$ cat src/rtl/tc_pkg.sv
package tc_pkg;
    localparam int BYTE_W   = 8;
    localparam int PRE_W    = 5;
    localparam int CNT13_W  = BYTE_W + PRE_W;
    localparam int CNT16_W  = 2 * BYTE_W;
    localparam int ADDR_W   = 3;

    typedef enum logic [1:0] {
        MODE_13B     = 2'd0,
        MODE_16B     = 2'd1,
        MODE_RELOAD8 = 2'd2,
        MODE_SPLIT   = 2'd3
    } tmode_e;

    typedef struct packed {
        logic   gate;
        logic   csel;
        tmode_e mode;
    } tcfg_t;

    localparam logic [ADDR_W-1:0] A_CTRL = 3'd0;
    localparam logic [ADDR_W-1:0] A_CFG  = 3'd1;
    localparam logic [ADDR_W-1:0] A_T0L  = 3'd2;
    localparam logic [ADDR_W-1:0] A_T0H  = 3'd3;
    localparam logic [ADDR_W-1:0] A_T1L  = 3'd4;
    localparam logic [ADDR_W-1:0] A_T1H  = 3'd5;
endpackage

$ cat src/rtl/tc_mc_tick.sv
module tc_mc_tick #(
    parameter int DIV = 12
) (
    input  logic clk,
    input  logic rst_n,
    output logic tick
);
    localparam int CW = (DIV > 2) ? $clog2(DIV) : 1;
    localparam logic [CW-1:0] LAST = CW'(DIV - 1);

    logic [CW-1:0] phase_q;

    always_ff @(posedge clk or negedge rst_n) begin
        if (!rst_n)
            phase_q <= '0;
        else if (phase_q == LAST)
            phase_q <= '0;
        else
            phase_q <= phase_q + 1'b1;
    end

    assign tick = (phase_q == LAST);
endmodule

$ cat src/rtl/tc_edge_sense.sv
module tc_edge_sense (
    input  logic clk,
    input  logic rst_n,
    input  logic sample,
    input  logic pin,
    output logic fall
);
    logic prev_q;

    always_ff @(posedge clk or negedge rst_n) begin
        if (!rst_n)
            prev_q <= 1'b0;
        else if (sample)
            prev_q <= pin;
    end

    assign fall = sample & prev_q & ~pin;
endmodule

$ cat src/rtl/tc_step.sv
module tc_step
    import tc_pkg::*;
(
    input  tmode_e            mode,
    input  logic [BYTE_W-1:0] lo,
    input  logic [BYTE_W-1:0] hi,
    input  logic              en_lo,
    input  logic              en_hi,
    output logic [BYTE_W-1:0] lo_nx,
    output logic [BYTE_W-1:0] hi_nx,
    output logic              ovf_main,
    output logic              ovf_hi
);
    logic [CNT13_W-1:0] sum13;
    logic [CNT16_W-1:0] sum16;

    assign sum13 = {hi, lo[PRE_W-1:0]} + CNT13_W'(1);
    assign sum16 = {hi, lo} + CNT16_W'(1);

    always_comb begin
        lo_nx    = lo;
        hi_nx    = hi;
        ovf_main = 1'b0;
        ovf_hi   = 1'b0;
        unique case (mode)
            MODE_13B: begin
                if (en_lo) begin
                    lo_nx    = {lo[BYTE_W-1:PRE_W], sum13[PRE_W-1:0]};
                    hi_nx    = sum13[CNT13_W-1:PRE_W];
                    ovf_main = &{hi, lo[PRE_W-1:0]};
                end
            end
            MODE_16B: begin
                if (en_lo) begin
                    lo_nx    = sum16[BYTE_W-1:0];
                    hi_nx    = sum16[CNT16_W-1:BYTE_W];
                    ovf_main = &{hi, lo};
                end
            end
            MODE_RELOAD8: begin
                if (en_lo) begin
                    ovf_main = &lo;
                    lo_nx    = (&lo) ? hi : lo + 1'b1;
                end
            end
            MODE_SPLIT: begin
                if (en_lo) begin
                    lo_nx    = lo + 1'b1;
                    ovf_main = &lo;
                end
                if (en_hi) begin
                    hi_nx  = hi + 1'b1;
                    ovf_hi = &hi;
                end
            end
        endcase
    end
endmodule

$ cat src/rtl/tc_timer_unit.sv
module tc_timer_unit
    import tc_pkg::*;
#(
    parameter int MC_DIV = 12
) (
    input  logic              clk,
    input  logic              rst_n,
    input  logic [ADDR_W-1:0] reg_addr,
    input  logic              reg_wr,
    input  logic [BYTE_W-1:0] reg_wdata,
    output logic [BYTE_W-1:0] reg_rdata,
    input  logic              ext_gate0,
    input  logic              ext_gate1,
    input  logic              ext_cnt0,
    input  logic              ext_cnt1,
    input  logic              irq_ack0,
    input  logic              irq_ack1,
    output logic              ovf_flag0,
    output logic              ovf_flag1,
    output logic              t1_ovf_pulse
);
    localparam int NT = 2;

    logic              mc_tick;
    logic [NT-1:0]     cnt_pins, gate_pins, fall_evt, src_evt, gate_ok, ack;
    tcfg_t             cfg_q [NT];
    logic [NT-1:0]     run_q, flag_q, flag_set;
    logic [BYTE_W-1:0] t0_lo, t0_hi, t1_lo, t1_hi;
    logic              pulse_q;

    assign cnt_pins  = {ext_cnt1, ext_cnt0};
    assign gate_pins = {ext_gate1, ext_gate0};
    assign ack       = {irq_ack1, irq_ack0};

    tc_mc_tick #(.DIV(MC_DIV)) u_tick (
        .clk  (clk),
        .rst_n(rst_n),
        .tick (mc_tick)
    );

    for (genvar i = 0; i < NT; i++) begin : g_src
        tc_edge_sense u_sense (
            .clk   (clk),
            .rst_n (rst_n),
            .sample(mc_tick),
            .pin   (cnt_pins[i]),
            .fall  (fall_evt[i])
        );
        assign src_evt[i] = cfg_q[i].csel ? fall_evt[i] : mc_tick;
        assign gate_ok[i] = ~cfg_q[i].gate | gate_pins[i];
    end

    // register decode
    logic wr_ctrl, wr_cfg, wr_t0l, wr_t0h, wr_t1l, wr_t1h, wr_t0, wr_t1;
    assign wr_ctrl = reg_wr & (reg_addr == A_CTRL);
    assign wr_cfg  = reg_wr & (reg_addr == A_CFG);
    assign wr_t0l  = reg_wr & (reg_addr == A_T0L);
    assign wr_t0h  = reg_wr & (reg_addr == A_T0H);
    assign wr_t1l  = reg_wr & (reg_addr == A_T1L);
    assign wr_t1h  = reg_wr & (reg_addr == A_T1H);
    assign wr_t0   = wr_t0l | wr_t0h;
    assign wr_t1   = wr_t1l | wr_t1h;

    // enables
    logic split, t1_parked, en0_lo, en0_hi, en1;
    assign split     = (cfg_q[0].mode == MODE_SPLIT);
    assign t1_parked = (cfg_q[1].mode == MODE_SPLIT);
    assign en0_lo    = src_evt[0] & run_q[0] & gate_ok[0];
    assign en0_hi    = mc_tick & run_q[1];
    assign en1       = src_evt[1] & (split | run_q[1]) & gate_ok[1] & ~t1_parked;

    logic [BYTE_W-1:0] s0_lo, s0_hi, s1_lo, s1_hi;
    logic              s0_ovf, s0_ovf_hi, s1_ovf, s1_ovf_hi;

    tc_step u_step0 (
        .mode    (cfg_q[0].mode),
        .lo      (t0_lo),
        .hi      (t0_hi),
        .en_lo   (en0_lo),
        .en_hi   (en0_hi),
        .lo_nx   (s0_lo),
        .hi_nx   (s0_hi),
        .ovf_main(s0_ovf),
        .ovf_hi  (s0_ovf_hi)
    );

    tc_step u_step1 (
        .mode    (cfg_q[1].mode),
        .lo      (t1_lo),
        .hi      (t1_hi),
        .en_lo   (en1),
        .en_hi   (1'b0),
        .lo_nx   (s1_lo),
        .hi_nx   (s1_hi),
        .ovf_main(s1_ovf),
        .ovf_hi  (s1_ovf_hi)
    );

    logic ovf0_ev, ovf0h_ev, ovf1_ev;
    assign ovf0_ev     = s0_ovf & ~wr_t0;
    assign ovf0h_ev    = s0_ovf_hi & ~wr_t0;
    assign ovf1_ev     = (s1_ovf | s1_ovf_hi) & ~wr_t1;
    assign flag_set[0] = ovf0_ev;
    assign flag_set[1] = split ? ovf0h_ev : ovf1_ev;

    // count bytes
    always_ff @(posedge clk or negedge rst_n) begin
        if (!rst_n) begin
            t0_lo <= '0;
            t0_hi <= '0;
        end else if (wr_t0) begin
            if (wr_t0l) t0_lo <= reg_wdata;
            if (wr_t0h) t0_hi <= reg_wdata;
        end else begin
            t0_lo <= s0_lo;
            t0_hi <= s0_hi;
        end
    end

    always_ff @(posedge clk or negedge rst_n) begin
        if (!rst_n) begin
            t1_lo <= '0;
            t1_hi <= '0;
        end else if (wr_t1) begin
            if (wr_t1l) t1_lo <= reg_wdata;
            if (wr_t1h) t1_hi <= reg_wdata;
        end else begin
            t1_lo <= s1_lo;
            t1_hi <= s1_hi;
        end
    end

    // configuration, run, flags, pulse
    always_ff @(posedge clk or negedge rst_n) begin
        if (!rst_n) begin
            cfg_q[0] <= '0;
            cfg_q[1] <= '0;
            run_q    <= '0;
            flag_q   <= '0;
            pulse_q  <= 1'b0;
        end else begin
            if (wr_cfg) begin
                cfg_q[0] <= tcfg_t'(reg_wdata[3:0]);
                cfg_q[1] <= tcfg_t'(reg_wdata[7:4]);
            end
            if (wr_ctrl)
                run_q <= reg_wdata[1:0];
            for (int i = 0; i < NT; i++)
                flag_q[i] <= flag_set[i] |
                             (flag_q[i] & ~ack[i] & ~(wr_ctrl & ~reg_wdata[2+i]));
            pulse_q <= ovf1_ev;
        end
    end

    always_comb begin
        unique case (reg_addr)
            A_CTRL:  reg_rdata = {4'b0000, flag_q, run_q};
            A_CFG:   reg_rdata = {cfg_q[1], cfg_q[0]};
            A_T0L:   reg_rdata = t0_lo;
            A_T0H:   reg_rdata = t0_hi;
            A_T1L:   reg_rdata = t1_lo;
            A_T1H:   reg_rdata = t1_hi;
            default: reg_rdata = '0;
        endcase
    end

    assign ovf_flag0    = flag_q[0];
    assign ovf_flag1    = flag_q[1];
    assign t1_ovf_pulse = pulse_q;
endmodule

$ cat config.mk
export PLATFORM = sky130hd
export DESIGN_NAME = tc_timer_unit
export DESIGN_NICKNAME = d
export VERILOG_FILES = /design/src/rtl/tc_pkg.sv /design/src/rtl/tc_mc_tick.sv /design/src/rtl/tc_edge_sense.sv /design/src/rtl/tc_step.sv /design/src/rtl/tc_timer_unit.sv
export SDC_FILE = /design/constraint.sdc
export NUM_CORES = 1
export LEC_CHECK = 0
export BUFFER_PORTS_ARGS = -buffer_cell sky130_fd_sc_hd__buf_2
export CORE_UTILIZATION = 45
export DETAILED_ROUTE_END_ITERATION = 12
export PLACE_DENSITY = 0.74
export SLEW_MARGIN = 20
export SYNTH_ARGS = -nofsm -noshare
export SYNTH_HDL_FRONTEND = slang
export SYNTH_SLANG_ARGS = --single-unit
$ cat constraint.sdc
create_clock -name clk -period 3 [get_ports clk]
set_input_delay 0.15 -clock clk [delete_from_list [all_inputs] [get_ports clk]]
set_output_delay 0.15 -clock clk [all_outputs]
set_load 0.05 [all_outputs]
-- Word-level counts from Yosys, hierarchy flattened
Cells that the tools add are included.
Widths: inputs -> output; s select.
- add/sub/neg operators: 8
- eq/ne operators: 27
- mux-type cells: 42
- bitwise logic cells: 45
- reduce and logical (&&, ||, !) cells: 20
- operator list (cell ; number):
    $mux 8 ; 21
    $pmux 8 s4 ; 2
    $pmux 8 s6 ; 1
    $add 16x1->16 const B ; 2
    $reduce_and 16->1 ; 2
    $add 13x1->13 const B ; 2
    $reduce_and 13->1 ; 2
    $and 1x1->1 ; 25
    $reduce_and 5->1 ; 5
    $add 8x1->8 const B ; 3
    $pmux 8 s3 ; 1
    $reduce_and 8->1 ; 3
    $ne 3x3->1 const B ; 6
    $pmux 8 s2 ; 1
    $not 1->1 ; 13
    $ne 2x2->1 const B ; 6
    $mux 1 ; 11
    $mux 5 ; 2
    $ne 3x2->1 const B ; 3
    $eq 2x2->1 const B ; 4
    $or 1x1->1 ; 7
    $eq 3x2->1 const B ; 2
    $eq 3x3->1 const B ; 2
    $pmux 1 s3 ; 2
    other kinds (11) ; 14
- register bits: 51
- input port bits: 20
- output and inout bits: 11
- logic and storage cells: 160

-- Logic depth before layout (Yosys ltp)
Gate-level depths: netlist (run 1).
- depth in word-level cells: 12
- depth in mapped cells: 7
- mapped depth without buffers: 6

-- Hierarchy
From an unflattened synthesis (run 1), not the netlist that was laid out.
- cell total of the unflattened synthesis: 549
- area total of the unflattened synthesis: 4371.7 um^2
- by module, submodules not included (module ; instances ; cells an instance ; area an instance (um^2) ; seq. area each (um^2)):
    tc_timer_unit ; 1 ; 247 ; 2436.1 ; 1126.1
    tc_step ; 2 ; 141 ; 830.8 ; 0.0
    tc_mc_tick ; 1 ; 14 ; 173.9 ; 100.1
    tc_edge_sense ; 2 ; 3 ; 50.0 ; 25.0

-- Worst setup path before layout (run 1)
Ideal clock, no wire load.
- kind: register to output
- from: reg cfg_q[5] in the netlist's numbering
- to: out reg_rdata[1]
- data arrival time: 1942 ps
- required time: 2850 ps
- path slack: 908 ps
- cell stages (with the launch flop): 4
- path buffers: 1
- cells stage by stage: dfrtp_1 clkbuf_1 mux2i_1 o32ai_1
- cells in the longest elaborated chain, start to end: 1
- ends and longest elaborated chain (item ; RTL line ; source):
    from (decl) ; tc_timer_unit.sv:26 ; tcfg_t cfg_q [NT];
    $pmux 8 s6 ; tc_timer_unit.sv:156 ; unique case (reg_addr)
    to (decl) ; tc_timer_unit.sv:11 ; output logic [BYTE_W-1:0] reg_rdata,
Every way passes these cells.

-- Final worst setup path (run 1)
- from: reg t1_lo[0]
- to: reg t1_lo[3]
- cells in the longest elaborated chain, start to end: 5
- elaborated cells on any way between the ends: 11
- classes of those cells: 3 x add/sub; 7 x mux; 1 x reduce/logical
- ends and longest elaborated chain (item ; RTL line ; source):
    from (decl) ; tc_timer_unit.sv:28 ; logic [BYTE_W-1:0] t0_lo, t0_hi, t1_lo, t1_hi;
    from (signal assigned) ; tc_timer_unit.sv:125 ; if (wr_t1l) t1_lo <= reg_wdata;
    from (signal assigned) ; tc_timer_unit.sv:128 ; t1_lo <= s1_lo;
    $add 8x1->8 or $reduce_and 8->1 (tied branches) ; tc_step.sv:43, tc_step.sv:48 ;
    $mux 8 ; tc_step.sv:43 ; lo_nx = (&lo) ? hi : lo + 1'b1;
    $mux 8 ; tc_step.sv:41 ; if (en_lo) begin
    $pmux 8 s4 * ; tc_step.sv:25 ; unique case (mode)
    $mux 8 * ; tc_timer_unit.sv:124 ; end else if (wr_t1) begin
Mark *: on every way between the ends. The rest lies on a longest branch, timed or not. The select of a mux whose other input is x is not followed.
A chain may end at the register's enable or synchronous reset.

==> impl_metrics.toml, run 1 <==
[status]
status = "complete, no violations"

[timing]
hold_viol = 0
holdWs_ns = 0.08729
tightest_slew_ns = 0.9156
rsz0062_at_grt = "no"
post-route-period-util_pct = 76.32
setup_viol = 0
fin_worst_skew_ns = 0.008784
fmax_ghz = 0.4367
slew_headroom_pct = 38.73
tns_ns = 0
period_needed_ns = 2.290
final_max_slew_viol_count = 0

[critical_path]
slowest_stage = "nor4_4"
crit_fanout = 10
critPathCaptureType = "flip-flop"
cp.required_ns = 3.22
path_cells = "ha_1 -> nand4_4 -> nor4_4 -> mux2i_1 -> o21ai_0 -> mux2_2"
arrival_ns = 2.51
crit_type = "flip-flop to flip-flop"
slowest_delay_ns = 0.59
r2r_cells = 6
start_kind = "flip-flop"

[global_route]
grt_first_pass_wirelength_mm = 18.86
grt_max_degree = 33
antenna_found_initial = 0
grt_overflow = 0
first_global_vias = 3474
groute.usage.overall_pct = 28.45

[worst_hold_path]
hp-class = "primary input to flip-flop"
hold_path_depth = 2

[clock_network]
clk_latency_ns = 0.32
cts_tree = "built"
cts_setup_buffers = 0
clockRootBuffer = "clkbuf_8"
cts_hold_buf = 1
clk_pin_slew_ns = 0.11
numClockSinks = 51
cts_inserted_buffers = 5
cts_max_path_buffers = 2
cts_resized = 0
h-tree-depth = 2

[synth]
seq_area_frac_synth_pct = 34.10
synth-edff-count = 0
ys.flop_type = "dfrtp_1"
ys_ff_latch = 51
syn_inst = 428
netlist_top_cells_area = "dfrtp_1 (34%), mux2i_1 (4.5%), a21oi_1 (4.3%), nor2_1 (4.0%), nand2_1 (3.6%)"
syn-num-nets = 452
yosys_warnings = 0
yosys.area.top_type = "dfrtp_1"
syn_area_mm2 = 0.003742
async_flop_share_pct = 100.0
synthMostInstantiatedCell = "dfrtp_1"
syn_area_per_cell_um2 = 8.744
synthTopCellsByCount = "dfrtp_1 (51), nor2_1 (40), nand2_1 (36)"
synth_cell_types = 74
synth_top_cell_area_share_pct = 34.10

[power]
p_per_area_mw_per_mm2 = 660.5
power_uw = 2717
p_leak_uw = 0.001636
ir_drop_v = 0.0003425

[route]
first_iter_violations = 326
vias_per_cell = 6.731
wl_per_cell_um = 21.17
vias = 3722
drt_first_pass_iters = 5
drc = 0
wl_mm = 11.71
ant_nets = 0

[placed_design]
numPortBuffers = 30
dp_cells = 544
hpwl_mm = 8.492
gp_routability_congestion = 0.9134

[finish]
fin_nets = 474
area_growth_pct = 9.930
num_antenna_cells = 0
drive_gt1_share_pct = 16.41
multi_input_area_mm2 = 0.002325
seqCellArea_mm2 = 0.001276
final_cell_count_no_fill = 553
fillers = 756

[die]
dieWidth_um = 93.20
std_cell_rows = 32
dieArea_mm2 = 0.008685
coreArea_mm2 = 0.007888
initial_core_util_pct = 47.45
pin_count = 31
die_h_um = 93.20

[job]
drv_cap = 0
## path summary, 6_finish.rpt
kind / start / end / slack [ns]
worst min register to register: u_tick.phase_q[0] / u_tick.phase_q[0] / 0.47
worst max register to register: t1_lo[0] / t1_lo[3] / 0.71
worst min-delay path: ext_cnt0 / g_src[0].u_sense.prev_q / 0.09
max in group asynchronous: rst_n / t0_hi[1] / 1.81
worst max-delay path: t1_lo[0] / t1_lo[3] / 0.71
min in group asynchronous: rst_n / t1_lo[7] / 0.42
## metrics by stage
step,cell area (um2),setup WS [ns],util (%)
2_1_floorplan,3742,0.9078,-
3_3_place_gp,3961,0.8317,50.22
3_5_place_dp,3961,0.7164,50.22
4_1_cts,4108,0.6433,52.08
5_1_grt,4114,0.5512,52.16
6_report,4114,0.7103,52.16
## cell type report
cell class / instances / area share [%]
tap: 102 / 3.102
inverter: 13 / 1.247
timing repair buffer: 36 / 4.805
multi-input combinational: 343 / 56.51
sequential: 51 / 31.02
clock inverter: 3 / 1.642
clock buffer: 5 / 1.673
## worst max-delay path, delay by kind of cell (launching register included)
kind | cells | cell delay (ns)
AO/OA/AOI/OAI | 1 | 0.08
adder cells (fa/ha/maj) | 1 | 0.32
flip-flops | 1 | 0.48
multiplexers | 2 | 0.52
AND/OR/NAND/NOR | 2 | 0.77
## registers in the layout, summed over array words and instances (netlist names), 4 cells and up
signal / flops
t0_lo: 8
u_tick.phase_q: 4
cfg_q: 8
t1_lo: 8
t0_hi: 8
t1_hi: 8
## metal layers
layer	wire length [um]	vias up	GRT usage, %
li1	-	1686	-
met1	4901	1788	39.07
met2	5462	211	45.04
met3	912	37	3.821
met4	430	0	11.79
met5	0	-	0
## cell families after synthesis
group | Yosys count | synth area share [%]
AO/OA/AOI/OAI | 155 | 30.06
AND/OR/NAND/NOR | 150 | 21.30
flip-flops | 51 | 34.10
buffers and inverters | 34 | 3.945
multiplexers | 28 | 7.857
XOR/XNOR | 6 | 1.404
adder cells (fa/ha/maj) | 4 | 1.337
## power by group
| group | total (uW) | internal, uW | leakage, uW | switching, uW |
|---|---|---|---|---|
| clock | 591 | 333 | 0.0000644 | 258 |
| sequential | 1210 | 857 | 0.000616 | 352 |
| combinational | 917 | 390 | 0.000955 | 527 |
## layout by cell type, fill, tap and decap left out, types with 6 or more instances in the layout
cell and n:
o22a_1 9, o211ai_1 7, a31oi_1 11, mux2_2 11, o22ai_1 6, mux2i_1 17, buf_2 30, nor2b_1 8
nor3_1 10, nand2_1 36, a211oi_1 10, o21ai_0 21, nand3_1 8, xnor2_1 6, a21oi_1 32, nand2b_1 11
dfrtp_1 51, inv_1 11, and3_1 7, nor2_1 40
(Power assumes the default switching activity.)
==> inputs of run 2 (changes only) <==
==> constraint.sdc (replaced) <==
create_clock -name clk -period 2.3 [get_ports clk]
set_input_delay 0.115 -clock clk [delete_from_list [all_inputs] [get_ports clk]]
set_output_delay 0.115 -clock clk [all_outputs]
set_load 0.05 [all_outputs]
==> run 2 against run 1 <==
  * Hold slack lost 0.043 ns
  * Core utilization grew 0.81 points
  * Maximum frequency grew 7.5%
  * Clock skew grew 0.0037 ns
  * Final area grew 1.6%
  * Largest power group unchanged
  * Register-to-register slack lost 0.54 ns
  * Non-clock buffer count grew 12
  * Final cell count grew 2.2%
  * Clock power grew 11%
==> impl_metrics.toml, run 2 (synthesis results as in run 1) <==
[status]
status = "complete, no violations"

[global_route]
grt_overflow = 0
grt_max_degree = 52
antenna_found_initial = 0
first_global_vias = 3338
grt_first_pass_wirelength_mm = 17.80
groute.usage.overall_pct = 26.57

[power]
p_leak_uw = 0.001683
p_per_area_mw_per_mm2 = 827.5
p_int_uw = 1974
switching_share_pct = 42.90
pwr-share-comb_pct = 35.9
switching_power_uw = 1483
clockPowerShare_pct = 19.0
ir_drop_v = 0.0004612
sequentialPowerShare_pct = 45.2

[finish]
multi_input_area_mm2 = 0.002321
final_cell_area_mm2 = 0.004178
seqCellArea_mm2 = 0.001277
postLayoutCoreUtil_pct = 52.97
final_cell_count_no_fill = 565
area_growth_pct = 11.63
fin_nets = 486
fillers = 703
final_cell_mix = "dfrtp_1 (50), nor2_1 (40), nand2_1 (36)"
final_common_cell = "dfrtp_1"
drive_gt1_share_pct = 18.79
num_antenna_cells = 0

[worst_hold_path]
hold_path_depth = 2
hp-start = "ext_cnt1"
holdPathEnd = "g_src[1].u_sense.prev_q"
hp-class = "primary input to flip-flop"

[critical_path]
slowest_delay_ns = 0.46
start_kind = "flip-flop"
arrival_ns = 2.39
crit_type = "flip-flop to flip-flop"
r2r-end = "flag_q[1]"
slowest_stage = "nor4_4"
path_cells = "ha_2 -> nand4_4 -> nor4_4 -> buf_4 -> a21oi_1 -> a211oi_1 -> a211o_1"
reg2reg_slack_ns = 0.17
r2r_cells = 7
critPathCaptureType = "flip-flop"
crit_fanout = 7
cp.required_ns = 2.56
r2r_start = "t1_lo[1]"

[die]
initial_core_util_pct = 47.45
dieWidth_um = 93.20
dieArea_mm2 = 0.008685
coreArea_mm2 = 0.007888
pin_count = 31
std_cell_rows = 32
die_h_um = 93.20

[clock_network]
cts_setup_buffers = 0
h-tree-depth = 2
clockRootBuffer = "clkbuf_8"
clk_latency_ns = 0.31
cts_max_path_buffers = 2
cts_tree = "built"
numClockSinks = 51
cts_inserted_buffers = 5
clk_pin_slew_ns = 0.11

[route]
vias = 3652
drt_first_pass_iters = 5
wl_mm = 11.15
first_iter_violations = 284
drc = 0
ant_nets = 0
wl_per_cell_um = 19.74
vias_per_cell = 6.464

[job]
drv_cap = 0

[timing]
tns_ns = 0
period_needed_ns = 2.130
setup_viol = 0
fmax_ghz = 0.4694
post-route-period-util_pct = 92.62
rsz0062_at_grt = "no"
tightest_slew_ns = 0.6923
slew_headroom_pct = 53.85
final_max_slew_viol_count = 0
hold_viol = 0
fin_worst_skew_ns = 0.01252

[placed_design]
hpwl_mm = 8.137
dp_cells = 556
placed_area_mm2 = 0.004051
numPortBuffers = 30
gp_routability_congestion = 0.9530
==> run 2: cell types whose count changed in the layout (fill, tap and decap cells not counted), sizes merged <==
| cell | before | now |
|---|---|---|
| buf | 35 | 47 |
| clkinv | 1 | 3 |
| bufinv | 2 | 1 |
| clkinvlp | 1 | 0 |
==> run 2: worst max path at each step <==
stage,from,end,slack (ns),cells past startpoint
2_1_floorplan,cfg_q[5],reg_rdata[1],0.24,3
3_3_place_gp,t1_lo[0],t1_lo[3],0.30,6
3_5_place_dp,t1_lo[0],flag_q[1],0.19,7
4_1_cts,t1_lo[0],flag_q[1],0.14,7
5_1_grt,t1_lo[1],flag_q[1],0.02,7
6_report,t1_lo[1],flag_q[1],0.17,7
==> run 2: metal layers <==
layer | global-route usage [%] | part of all wire, % | up-vias
met4 | 7.949 | 2.7 | 0
met1 | 38.24 | 44 | 1724
met3 | 3.821 | 7.8 | 30
met5 | 0 | 0 | -
li1 | - | - | 1716
met2 | 41.30 | 46 | 182
==> run 2: power groups by stage <==
stage	clock network (uW)	registers [uW]	logic (uW)
after floorplan	0	1370	998
after global placement	0	1540	1190
after detailed placement	0	1560	1220
after CTS	660	1540	1230
after global routing	691	1600	1360
final	657	1560	1240
==> run 2: final cells by class <==
class	instances	share of cell area (%)
Clock buffer	5	1.647
Tap cell	102	3.055
Timing Repair Buffer	48	6.888
Multi-Input combinational cell	343	55.56
Clock inverter	3	1.048
Sequential cell	51	30.58
Inverter	13	1.228
==> run 2: stage by stage <==
stage / setup slack [ns] / hold WS (ns) / power, uW
CTS: 0.1385 / 0.04659 / 3426
finish: 0.1698 / 0.04400 / 3457
detailed placement: 0.1876 / 0.2789 / 2774
global placement: 0.2992 / 0.2743 / 2730
global route: 0.01796 / 0.05241 / 3648
floorplan: 0.2428 / -0.1806 / 2373
==> run 2: timing repair <==
item,4_1_cts,5_1_grt
resized for setup,0,2
endpoints found under the setup margin,0,1
hold endpoints to repair,51,0
hold buffers,1,0
==> run 2: critical path, delay by kind of cell, from the launching register on <==
family	cells	cell delay, ns
and+or+nand+nor	2	0.63
AOI/OAI and AO/OA	3	0.50
DFF	1	0.45
adders and majority gates	1	0.28
buffers and inverters	1	0.22
==> inputs of run 3 (changes only) <==
--- a/config.mk
+++ b/config.mk
@@ -5,6 +5,7 @@
 export SDC_FILE = /design/constraint.sdc
 export NUM_CORES = 1
 export LEC_CHECK = 0
+export ABC_AREA = 1
 export BUFFER_PORTS_ARGS = -buffer_cell sky130_fd_sc_hd__buf_2
 export CORE_UTILIZATION = 45
 export DETAILED_ROUTE_END_ITERATION = 12
==> run 3 against run 2 <==
  * Maximum frequency rose by 7.0%
  * Sequential share of layout area fell by 1.9 points
  * Die area rose by 8.5%
==> impl_metrics.toml, run 3 <==
[timing]
post-route-period-util_pct = 86.53
rsz0062_at_grt = "no"
tightest_slew_ns = 0.6097
fin_worst_skew_ns = 0.02391
setup_viol = 0
final_max_slew_viol_count = 0
fin_ws_ns = 0.3097
hold_viol = 0
holdWs_ns = 0.05483
fmax_ghz = 0.5024
slew_headroom_pct = 59.20
tns_ns = 0
period_needed_ns = 1.990

[critical_path]
slowest_delay_ns = 0.39
arrival_ns = 2.21
crit_family = "simple AND/OR/NAND/NOR gates"
cp.required_ns = 2.52
critPathCaptureType = "flip-flop"
slowest_stage = "dfrtp_1"
start_kind = "flip-flop"
path_cells = "ha_1 -> nand3_2 -> inv_1 -> nand2_1 -> nor2_1 -> nand2_1 -> nand2_1 -> nand2_1 -> inv_1 -> nand4_1 -> nand2_1 -> inv_1"
cp_common_cell = "nand2_1"
worst-path-buf-inv = 3
crit_fanout = 11
crit_type = "flip-flop to flip-flop"

[clock_network]
h-tree-depth = 2
numClockSinks = 51
cts_max_path_buffers = 2
cts_inserted_buffers = 5
clk_pin_slew_ns = 0.12
clockRootBuffer = "clkbuf_8"
cts_resized = 0
clk_latency_ns = 0.32
cts_tree = "built"

[global_route]
grt_first_pass_wirelength_mm = 21.81
antenna_found_initial = 0
first_global_vias = 4524
grt_max_degree = 29
grt_overflow = 0
groute.usage.overall_pct = 28.65

[synth]
syn-num-nets = 683
synthMostInstantiatedCell = "nand2_1"
yosys_warnings = 0
async_flop_share_pct = 100.0
netlist_top_cells_area = "dfrtp_1 (31%), nand2_1 (17%), nor2_1 (8.4%), nand3_1 (7.9%), inv_1 (7.6%)"
synthTopCellsByCount = "nand2_1 (185), nor2_1 (91), inv_1 (82)"
syn_inst = 659
syn_area_per_cell_um2 = 6.174
seq_area_frac_synth_pct = 31.37
synth-edff-count = 0
ys.flop_type = "dfrtp_1"
syn_area_mm2 = 0.004069
yosys.area.top_type = "dfrtp_1"
synth_top_cell_area_share_pct = 31.37
synth_cell_types = 38
ys_ff_latch = 51

[route]
vias = 4659
first_iter_violations = 438
wl_per_cell_um = 16.54
vias_per_cell = 5.802
drc = 0
drt_first_pass_iters = 5
ant_nets = 0
wl_mm = 13.29

[die]
die_h_um = 97.09
coreArea_mm2 = 0.008721
dieWidth_um = 97.09
initial_core_util_pct = 46.66
std_cell_rows = 34
pin_count = 31
dieArea_mm2 = 0.009426

[status]
status = "complete, no violations"

[finish]
drive_gt1_share_pct = 9.784
fin_nets = 718
area_growth_pct = 9.532
final_cell_mix = "nand2_1 (185), nor2_1 (91), inv_1 (82)"
final_common_cell = "nand2_1"
final_cell_count_no_fill = 803
num_antenna_cells = 0

[worst_hold_path]
hp-class = "primary input to flip-flop"

[placed_design]
gp_routability_congestion = 1.005
post-place-ws_ns = 0.3535
numPortBuffers = 30
dp_cells = 794
hpwl_mm = 10.39

[power]
p_per_area_mw_per_mm2 = 1000
power_uw = 4458
p_leak_uw = 0.002340
ir_drop_v = 0.0004827

[job]
drv_cap = 0
## run 3: cell types whose count changed after synthesis, sizes merged, moves of 11 or more
cell    before  now
inv         12   91
mux2        11    0
mux2i       17    0
nand2       36  191
nand2b      11    0
nand3        8   65
nor2        40   96
o21ai       21   55
## run 3: kinds of logic (layout without fill, tap and decap cells)
family | count (synthesis) | count (layout) | share of synthesized area (%)
AOI/OAI and AO/OA | 128 | 128 | 17.96
adders and majority gates | 4 | 4 | 1.230
xor gates and xnor gates | 10 | 10 | 2.153
buffers and inverters | 99 | 135 | 9.471
and+or+nand+nor | 367 | 367 | 37.82
DFF | 51 | 51 | 31.37
## run 3: cell type report
cell class	count	area, um2
fill	903	4264
clock inverter	3	27.53
clock buffer	5	68.82
multi-input combinational	509	2407
inverter	91	344.1
sequential	51	1276
timing repair buffer	36	197.7
tap	108	135.1
## run 3: final timing paths
check                                        from                      end  cells past startpoint  slack [ns]
worst max-delay path            u_tick.phase_q[0]                 t1_hi[2]                     12        0.31
worst min-delay path                     ext_cnt0  g_src[0].u_sense.prev_q                      3        0.05
worst max register to register  u_tick.phase_q[0]                 t1_hi[2]                     12        0.31
worst min register to register  u_tick.phase_q[0]        u_tick.phase_q[0]                      1        0.47
max in group asynchronous                   rst_n                 t0_lo[6]                      3        1.64
min in group asynchronous                   rst_n        u_tick.phase_q[2]                      3        0.31
## run 3: timing repair
action	CTS	global route
endpoints found under the hold margin	51	0
setup buffers	0	0
hold buffers	1	0
setup endpoints to repair	0	0
## run 3: layer usage
layer	wire length [um]	part of all wire, %	vias up	global-route usage (%)
met5	0	0	-	0
met4	535	4.0	0	13.78
met3	844	6.4	41	2.950
met2	6452	49	243	49.46
met1	5453	41	2156	35.71
li1	-	-	2219	-
## run 3: tightest hold or removal path: stages
cell and delay, ns:
buf_2 0.09, inv_1 0.05, o21ai_0 0.08
## run 3: stage by stage
step | cell area, um2 | util [%]
finish | 4457 | 51.10
global route | 4457 | 51.10
CTS | 4457 | 51.10
detailed placement | 4350 | 49.89
global placement | 4350 | 49.89
floorplan | 4069 | -
## run 3: power by group
part / internal [uW] / leakage, uW / switching, uW
Sequential: 1170 / 0.000611 / 476
Combinational: 730 / 0.00168 / 1510
Clock: 225 / 0.0000463 / 343
